`config.mk`:
```
export PLATFORM = sky130hd
export DESIGN_NAME = iopt_walker
export DESIGN_NICKNAME = d
export VERILOG_FILES = /design/src/rtl/iopt_walk_pkg.sv /design/src/rtl/iopt_l1_dec.sv /design/src/rtl/iopt_l2_dec.sv /design/src/rtl/iopt_walker.sv
export SDC_FILE = /design/constraint.sdc
export NUM_CORES = 1
export LEC_CHECK = 0
export BUFFER_PORTS_ARGS = -buffer_cell sky130_fd_sc_hd__buf_4
export CORE_MARGIN = 3
export CORE_UTILIZATION = 40
export CTS_BUF_LIST = sky130_fd_sc_hd__clkbuf_16
export DETAILED_ROUTE_END_ITERATION = 6
export PLACE_DENSITY = 0.73
export SLEW_MARGIN = 20
export SYNTH_ARGS = -nofsm -noshare
export SYNTH_HDL_FRONTEND = slang
export SYNTH_SLANG_ARGS = --single-unit
```
`constraint.sdc`:
```
create_clock -name clk -period 5.3 [get_ports clk]
set_input_delay 0.795 -clock clk [delete_from_list [all_inputs] [get_ports clk]]
set_output_delay 0.795 -clock clk [all_outputs]
set_load 0.01 [all_outputs]
```
`src/rtl/iopt_walk_pkg.sv`:
```
package iopt_walk_pkg;

    localparam int ADDR_W          = 32;
    localparam int SECT_SHIFT      = 20;
    localparam int LARGE_SHIFT     = 16;
    localparam int SMALL_SHIFT     = 12;
    localparam int DESC_BYTES_LOG2 = 2;
    localparam int L1_IDX_W        = ADDR_W - SECT_SHIFT;
    localparam int L2_IDX_W        = SECT_SHIFT - SMALL_SHIFT;
    localparam int L2_BASE_LSB     = L2_IDX_W + DESC_BYTES_LOG2;

    typedef logic [ADDR_W-1:0] addr_t;

    typedef enum logic [2:0] {
        ST_IDLE,
        ST_L1_RD,
        ST_L1_WT,
        ST_L2_RD,
        ST_L2_WT,
        ST_DONE
    } walk_st_e;

    typedef enum logic [1:0] {
        SZ_4K  = 2'd0,
        SZ_64K = 2'd1,
        SZ_1M  = 2'd2
    } pg_size_e;

    typedef enum logic [1:0] {
        L1_FAULT,
        L1_SECT,
        L1_TABLE
    } l1_kind_e;

    typedef enum logic {
        LVL_FIRST  = 1'b0,
        LVL_SECOND = 1'b1
    } walk_lvl_e;

    typedef struct packed {
        addr_t     pa;
        pg_size_e  size;
        logic      fault;
        walk_lvl_e lvl;
    } walk_res_t;

    // Upper bits from hi_src, low `shift` bits from lo_src.
    function automatic addr_t splice(addr_t hi_src, addr_t lo_src, int unsigned shift);
        addr_t m;
        m = (addr_t'(1) << shift) - addr_t'(1);
        return (hi_src & ~m) | (lo_src & m);
    endfunction

    function automatic addr_t l1_slot_addr(addr_t base, addr_t va);
        addr_t idx;
        idx = va >> SECT_SHIFT;
        return base + (idx << DESC_BYTES_LOG2);
    endfunction

    function automatic addr_t l2_slot_addr(addr_t desc, addr_t va);
        addr_t tbl;
        addr_t idx;
        tbl = (desc >> L2_BASE_LSB) << L2_BASE_LSB;
        idx = (va >> SMALL_SHIFT) & ((addr_t'(1) << L2_IDX_W) - addr_t'(1));
        return tbl | (idx << DESC_BYTES_LOG2);
    endfunction

endpackage

```
`src/rtl/iopt_l1_dec.sv`:
```
module iopt_l1_dec
    import iopt_walk_pkg::*;
(
    input  addr_t    desc,
    input  addr_t    va,
    output l1_kind_e kind,
    output addr_t    sect_pa,
    output addr_t    next_addr
);

    always_comb begin
        unique case (desc[1:0])
            2'b10:   kind = L1_SECT;
            2'b01:   kind = L1_TABLE;
            default: kind = L1_FAULT;
        endcase
    end

    assign sect_pa   = splice(desc, va, SECT_SHIFT);
    assign next_addr = l2_slot_addr(desc, va);

endmodule

```
`src/rtl/iopt_l2_dec.sv`:
```
module iopt_l2_dec
    import iopt_walk_pkg::*;
(
    input  addr_t     desc,
    input  addr_t     va,
    output walk_res_t res
);

    always_comb begin
        res = '{pa: '0, size: SZ_4K, fault: 1'b1, lvl: LVL_SECOND};
        if (desc[1]) begin
            res.pa    = splice(desc, va, SMALL_SHIFT);
            res.fault = 1'b0;
            res.lvl   = LVL_FIRST;
        end else if (desc[0]) begin
            res.pa    = splice(desc, va, LARGE_SHIFT);
            res.size  = SZ_64K;
            res.fault = 1'b0;
            res.lvl   = LVL_FIRST;
        end
    end

endmodule

```
`src/rtl/iopt_walker.sv`:
```
module iopt_walker
    import iopt_walk_pkg::*;
(
    input  logic              clk,
    input  logic              rst,
    input  logic              req_valid,
    output logic              req_ready,
    input  logic [ADDR_W-1:0] req_va,
    input  logic [ADDR_W-1:0] req_base,
    output logic              mem_req_valid,
    input  logic              mem_req_ready,
    output logic [ADDR_W-1:0] mem_req_addr,
    input  logic              mem_rsp_valid,
    input  logic [ADDR_W-1:0] mem_rsp_data,
    output logic              res_valid,
    output logic [ADDR_W-1:0] res_pa,
    output logic [1:0]        res_size,
    output logic              res_fault,
    output logic              res_fault_lvl,
    output logic [ADDR_W-1:0] res_va
);

    walk_st_e  st_q;
    addr_t     va_q;
    addr_t     rd_addr_q;
    walk_res_t res_q;

    l1_kind_e  l1_kind;
    addr_t     l1_sect_pa;
    addr_t     l1_next;
    walk_res_t l2_res;

    iopt_l1_dec u_l1_dec (
        .desc      (mem_rsp_data),
        .va        (va_q),
        .kind      (l1_kind),
        .sect_pa   (l1_sect_pa),
        .next_addr (l1_next)
    );

    iopt_l2_dec u_l2_dec (
        .desc (mem_rsp_data),
        .va   (va_q),
        .res  (l2_res)
    );

    always_ff @(posedge clk) begin
        if (rst) begin
            st_q      <= ST_IDLE;
            va_q      <= '0;
            rd_addr_q <= '0;
            res_q     <= '0;
        end else begin
            unique case (st_q)
                ST_IDLE: begin
                    if (req_valid) begin
                        va_q      <= req_va;
                        rd_addr_q <= l1_slot_addr(req_base, req_va);
                        st_q      <= ST_L1_RD;
                    end
                end
                ST_L1_RD: begin
                    if (mem_req_ready) st_q <= ST_L1_WT;
                end
                ST_L1_WT: begin
                    if (mem_rsp_valid) begin
                        unique case (l1_kind)
                            L1_SECT: begin
                                res_q <= '{pa: l1_sect_pa, size: SZ_1M,
                                           fault: 1'b0, lvl: LVL_FIRST};
                                st_q  <= ST_DONE;
                            end
                            L1_TABLE: begin
                                rd_addr_q <= l1_next;
                                st_q      <= ST_L2_RD;
                            end
                            default: begin
                                res_q <= '{pa: '0, size: SZ_4K,
                                           fault: 1'b1, lvl: LVL_FIRST};
                                st_q  <= ST_DONE;
                            end
                        endcase
                    end
                end
                ST_L2_RD: begin
                    if (mem_req_ready) st_q <= ST_L2_WT;
                end
                ST_L2_WT: begin
                    if (mem_rsp_valid) begin
                        res_q <= l2_res;
                        st_q  <= ST_DONE;
                    end
                end
                default: st_q <= ST_IDLE;
            endcase
        end
    end

    assign req_ready     = (st_q == ST_IDLE);
    assign mem_req_valid = (st_q == ST_L1_RD) || (st_q == ST_L2_RD);
    assign mem_req_addr  = rd_addr_q;
    assign res_valid     = (st_q == ST_DONE);
    assign res_pa        = res_q.pa;
    assign res_size      = res_q.size;
    assign res_fault     = res_q.fault;
    assign res_fault_lvl = res_q.lvl;
    assign res_va        = va_q;

endmodule

```
==> out/summary.md <==
* 0.35 ns — clock insertion delay at the later pin of the skew report
* 42.3% — sequential share of the synthesized area
* 299 nW/um2 — power density over cell area
* 3.02 ns — worst path arrival time
* 116 um — y dimension of the die
* done — CTS tree
* 0 — initial antenna violation count
* 0 — endpoints failing setup
* 36.0% — proportion of power drawn by the clock network
* 42.3% — fraction of synthesized cell area taken by the top area cell type
* 24900 um — global-route wire length before repair
* sky130_fd_sc_hd__dfxtp_1 — post-synthesis cell type with the largest combined area
* 116 um — width of the chip
* 2.78 ns — time the final worst path needs with I/O delays and setup
* 2650 um2 — area of combinational cells with multiple inputs
* 29.1% — share of final-layout standard cells stronger than drive strength 1
* 23.2% — post-synthesis share of cell area spent on and, or, nand and nor gates
* 4835 — vias in the first global route
* 0 — ant diodes
* 0 — drt drc
* 204 — number of ports placed on the die boundary
* 3 — biggest fanout along the worst timing path
* sky130_fd_sc_hd__dfxtp_1 — Synth Flop Type
* 5 — number of cell instances on the worst register-to-register path
* 2.55 ns — flop-to-flop setup slack
* 28.8% — fraction of power spent switching nets
* 13600 um2 — die area
* 2 — maximum root-to-sink buffer count
* 11900 um — HPWL after detailed placement
* 0 — ANT nets after route
* sky130_fd_sc_hd__buf_4 — most frequent standard cell in the layout excluding fill and tap cells
* 41.8% — effective utilization at floorplan
* 0 — max-capacitance violation count
* 0% — share of synthesized flip-flops with an asynchronous set or reset
* 5078 — via total after detailed routing
* 9 — number of clock buffers inserted by TritonCTS
* 61 — number of unique standard cell types used by synthesis
* 52.4% — period utilisation layout
* 3 — Clock H-tree levels
* mem_req_addr[15]$_SDFFE_PP0P_ — RR Endpoint
* no — setup repair after global routing missed its margin
* 314 — starting DRC count in detailed routing
* 103 — number of clock sinks
* 578 uW — switching power
* 1.95 ns — worst slack at placement
* primary input — nature of the critical path startpoint
* in2reg — CP Class
* 889 — # nets final
* 0.07 ns — clock-pin slew on the worst setup and hold paths
* mem_req_addr[10]$_SDFFE_PP0P_ — endpoint of the worst setup timing path
* 4880 um2 — Post-Synthesis Cell Area
* 42.9% — proportion of power drawn by flip-flops and latches
* 23.3% — total global-route track usage
* 3.41% — XOR/XNOR Fraction of Synth Area
* 0 ns — TNS Setup
* 39 — site row count
* 37.7% — Area growth syn-to-layout
* 0 — count of hold-fix buffers inserted at cts
* 0.940 ns — transition time of the tightest slew-check pin
* 6980 um — DRT met1 WL
* 5 — number of detailed-route iterations in the first pass
* 1430 uW — Pint
* 195 — port buffer count
* req_va[20] — Critical Path Start
* sky130_fd_sc_hd__buf_4 (198), sky130_fd_sc_hd__dfxtp_1 (103), sky130_fd_sc_hd__nand2_1 (102), sky130_fd_sc_hd__nor2_1 (73), sky130_fd_sc_hd__a21oi_1 (71) — commonest non-fill, non-tap cells in the layout
* 3.49% — adder-cell share of the synthesized area
* 923 — Final Instance Count excl. Fillers
* flip-flop — Critical Path Sink Type
* 5.54 ns — required arrival time at the worst endpoint
* 2060 um2 — sequential cell area
* 0 — Gates resized, CTS repair
* 2.52 ns — PnR worst setup slack
* compound AO/OA/AOI/OAI gates — largest family of logic cells by synthesized area
* 605 — Cells after Synth
* st_q[1]$_SDFFE_PP0P_ — Reg-to-Reg Start
* 0.205% — multiplexer share of the synthesized area
* 0 — count of flip-flops with a built-in enable after synthesis
* 114 — maximum number of pins on one net before global-route repair
* 0.00505 ns — maximum clock skew at final layout
* 206 uV — worst supply voltage drop on vdd
* 23.8% — fraction of the mapped netlist area in compound gates
* 0.360 GHz — upper clock frequency limit
* 1050 um — met3 wirelength from detailed routing
* complete, no violations — result of the run
* 16200 um — final WL
* 17.6 um — final routed wire length divided by cell count
* 0.00288 uW — leakage power of the design
* 0 — remaining global-route overflow
* 5.50 — routed via count divided by cell count
* 21.1% — part of the power in combinational logic
* 8.07 um2 — Avg Inst Size Synth
* 0 — Warnings, synthesis
* sky130_fd_sc_hd__clkbuf_16 — clk root buf
* 0 — endpoints failing hold
* sky130_fd_sc_hd__dfxtp_1 (42%), sky130_fd_sc_hd__nand2_1 (7.8%), sky130_fd_sc_hd__a21oi_1 (7.3%) — cell types occupying the most area after synthesis
* 1116 — filler cell count
* 0.851 — gp weighted congestion
* 0 — # Post-CTS Setup Buffers
* 907 — total placed cells including tap cells
* 37.2% — Slew HR
* 7890 um — metal2 WL
* 11700 um2 — placeable core region
* 719 — Synth Net Count
* met4 — top sig layer
* 0 — max-slew violation count
* 103 — post-synthesis register bit count
* 0.457 ns — worst hold slack
* reg2reg — worst hold path class
## per-stage QoR
step	power (uW)	cell area [um2]	utilization, %
2_1_floorplan	1100	4880	-
3_3_place_gp	1290	6390	54.8
3_5_place_dp	1300	6390	54.8
4_1_cts	2030	6710	57.5
5_1_grt	2100	6720	57.6
6_report	2010	6720	57.6
## cells in the mapped netlist (5+ instances only)
| cell type | n |
|---|---|
| sky130_fd_sc_hd__a31oi_1 | 5 |
| sky130_fd_sc_hd__dfxtp_1 | 103 |
| sky130_fd_sc_hd__nand3_1 | 10 |
| sky130_fd_sc_hd__nor3_1 | 11 |
| sky130_fd_sc_hd__xnor2_1 | 9 |
| sky130_fd_sc_hd__o22ai_1 | 5 |
| sky130_fd_sc_hd__a211oi_1 | 8 |
| sky130_fd_sc_hd__a22oi_1 | 26 |
| sky130_fd_sc_hd__xor2_1 | 10 |
| sky130_fd_sc_hd__a221oi_1 | 5 |
| sky130_fd_sc_hd__nor2b_1 | 7 |
| sky130_fd_sc_hd__ha_1 | 12 |
| sky130_fd_sc_hd__a21oi_1 | 71 |
| sky130_fd_sc_hd__nor2_1 | 73 |
| sky130_fd_sc_hd__nand2_1 | 102 |
| sky130_fd_sc_hd__clkbuf_1 | 26 |
| sky130_fd_sc_hd__buf_2 | 8 |
| sky130_fd_sc_hd__and3_1 | 15 |
| sky130_fd_sc_hd__o21ai_0 | 19 |
| sky130_fd_sc_hd__nand2b_1 | 6 |
## area by class of cell
type / count / share of cell area (%)
inverters: 2 / 0.112
flip-flops and latches: 103 / 30.7
repair buffers: 199 / 22.3
clock inverters: 7 / 1.45
well taps: 143 / 2.66
multi-input cells: 460 / 39.4
clock buffers: 9 / 3.35
## power by group through the flow
stage          logic, uW  registers (uW)  clock network, uW
2_1_floorplan        208             891                  0
3_3_place_gp         417             877                  0
3_5_place_dp         424             879                  0
4_1_cts              426             862                737
5_1_grt              468             868                762
6_report             423             862                723
## registers in the layout, summed over array words and instances (netlist names)
name	count
res_fault	1
res_fault_lvl	1
mem_req_addr	32
st_q	3
res_va	32
res_size	2
res_pa	32
## worst max-delay path: stages
cell and delay, ns:
sky130_fd_sc_hd__buf_4 0.11, sky130_fd_sc_hd__ha_1 0.21, sky130_fd_sc_hd__fa_1 0.45, sky130_fd_sc_hd__a211oi_2 0.44
sky130_fd_sc_hd__o21bai_1 0.13, sky130_fd_sc_hd__a21oi_1 0.22, sky130_fd_sc_hd__o21ai_0 0.14, sky130_fd_sc_hd__xor2_1 0.15
sky130_fd_sc_hd__nand2_1 0.07, sky130_fd_sc_hd__a211oi_1 0.29
## how the worst min path moves through the flow
stage / startpoint / to / cells past startpoint
final: res_va[31]$_SDFFE_PP0P_ / res_va[31]$_SDFFE_PP0P_ / 2
after floorplan: mem_req_addr[4]$_SDFFE_PP0P_ / mem_req_addr[4]$_SDFFE_PP0P_ / 2
after CTS: res_va[31]$_SDFFE_PP0P_ / res_va[31]$_SDFFE_PP0P_ / 2
after detailed placement: res_va[31]$_SDFFE_PP0P_ / res_va[31]$_SDFFE_PP0P_ / 2
after global routing: res_va[26]$_SDFFE_PP0P_ / res_va[26]$_SDFFE_PP0P_ / 2
after global placement: res_va[28]$_SDFFE_PP0P_ / res_va[28]$_SDFFE_PP0P_ / 2
## cells by family (layout without fill, tap and decap cells)
family,Yosys count,in the layout
flip-flops,103,103
AO/OA/AOI/OAI,177,177
buffers and inverters,42,217
adder cells (fa/ha/maj),13,13
multiplexers,1,1
XOR/XNOR,19,19
AND/OR/NAND/NOR,250,250
## per-layer routing
metal	up-vias	GRT usage, %
li1	2500	-
met1	2381	29.5
met2	172	39.2
met3	25	5.28
met4	0	8.20
met5	-	0
No activity file was read; power rests on OpenSTA's default activity.
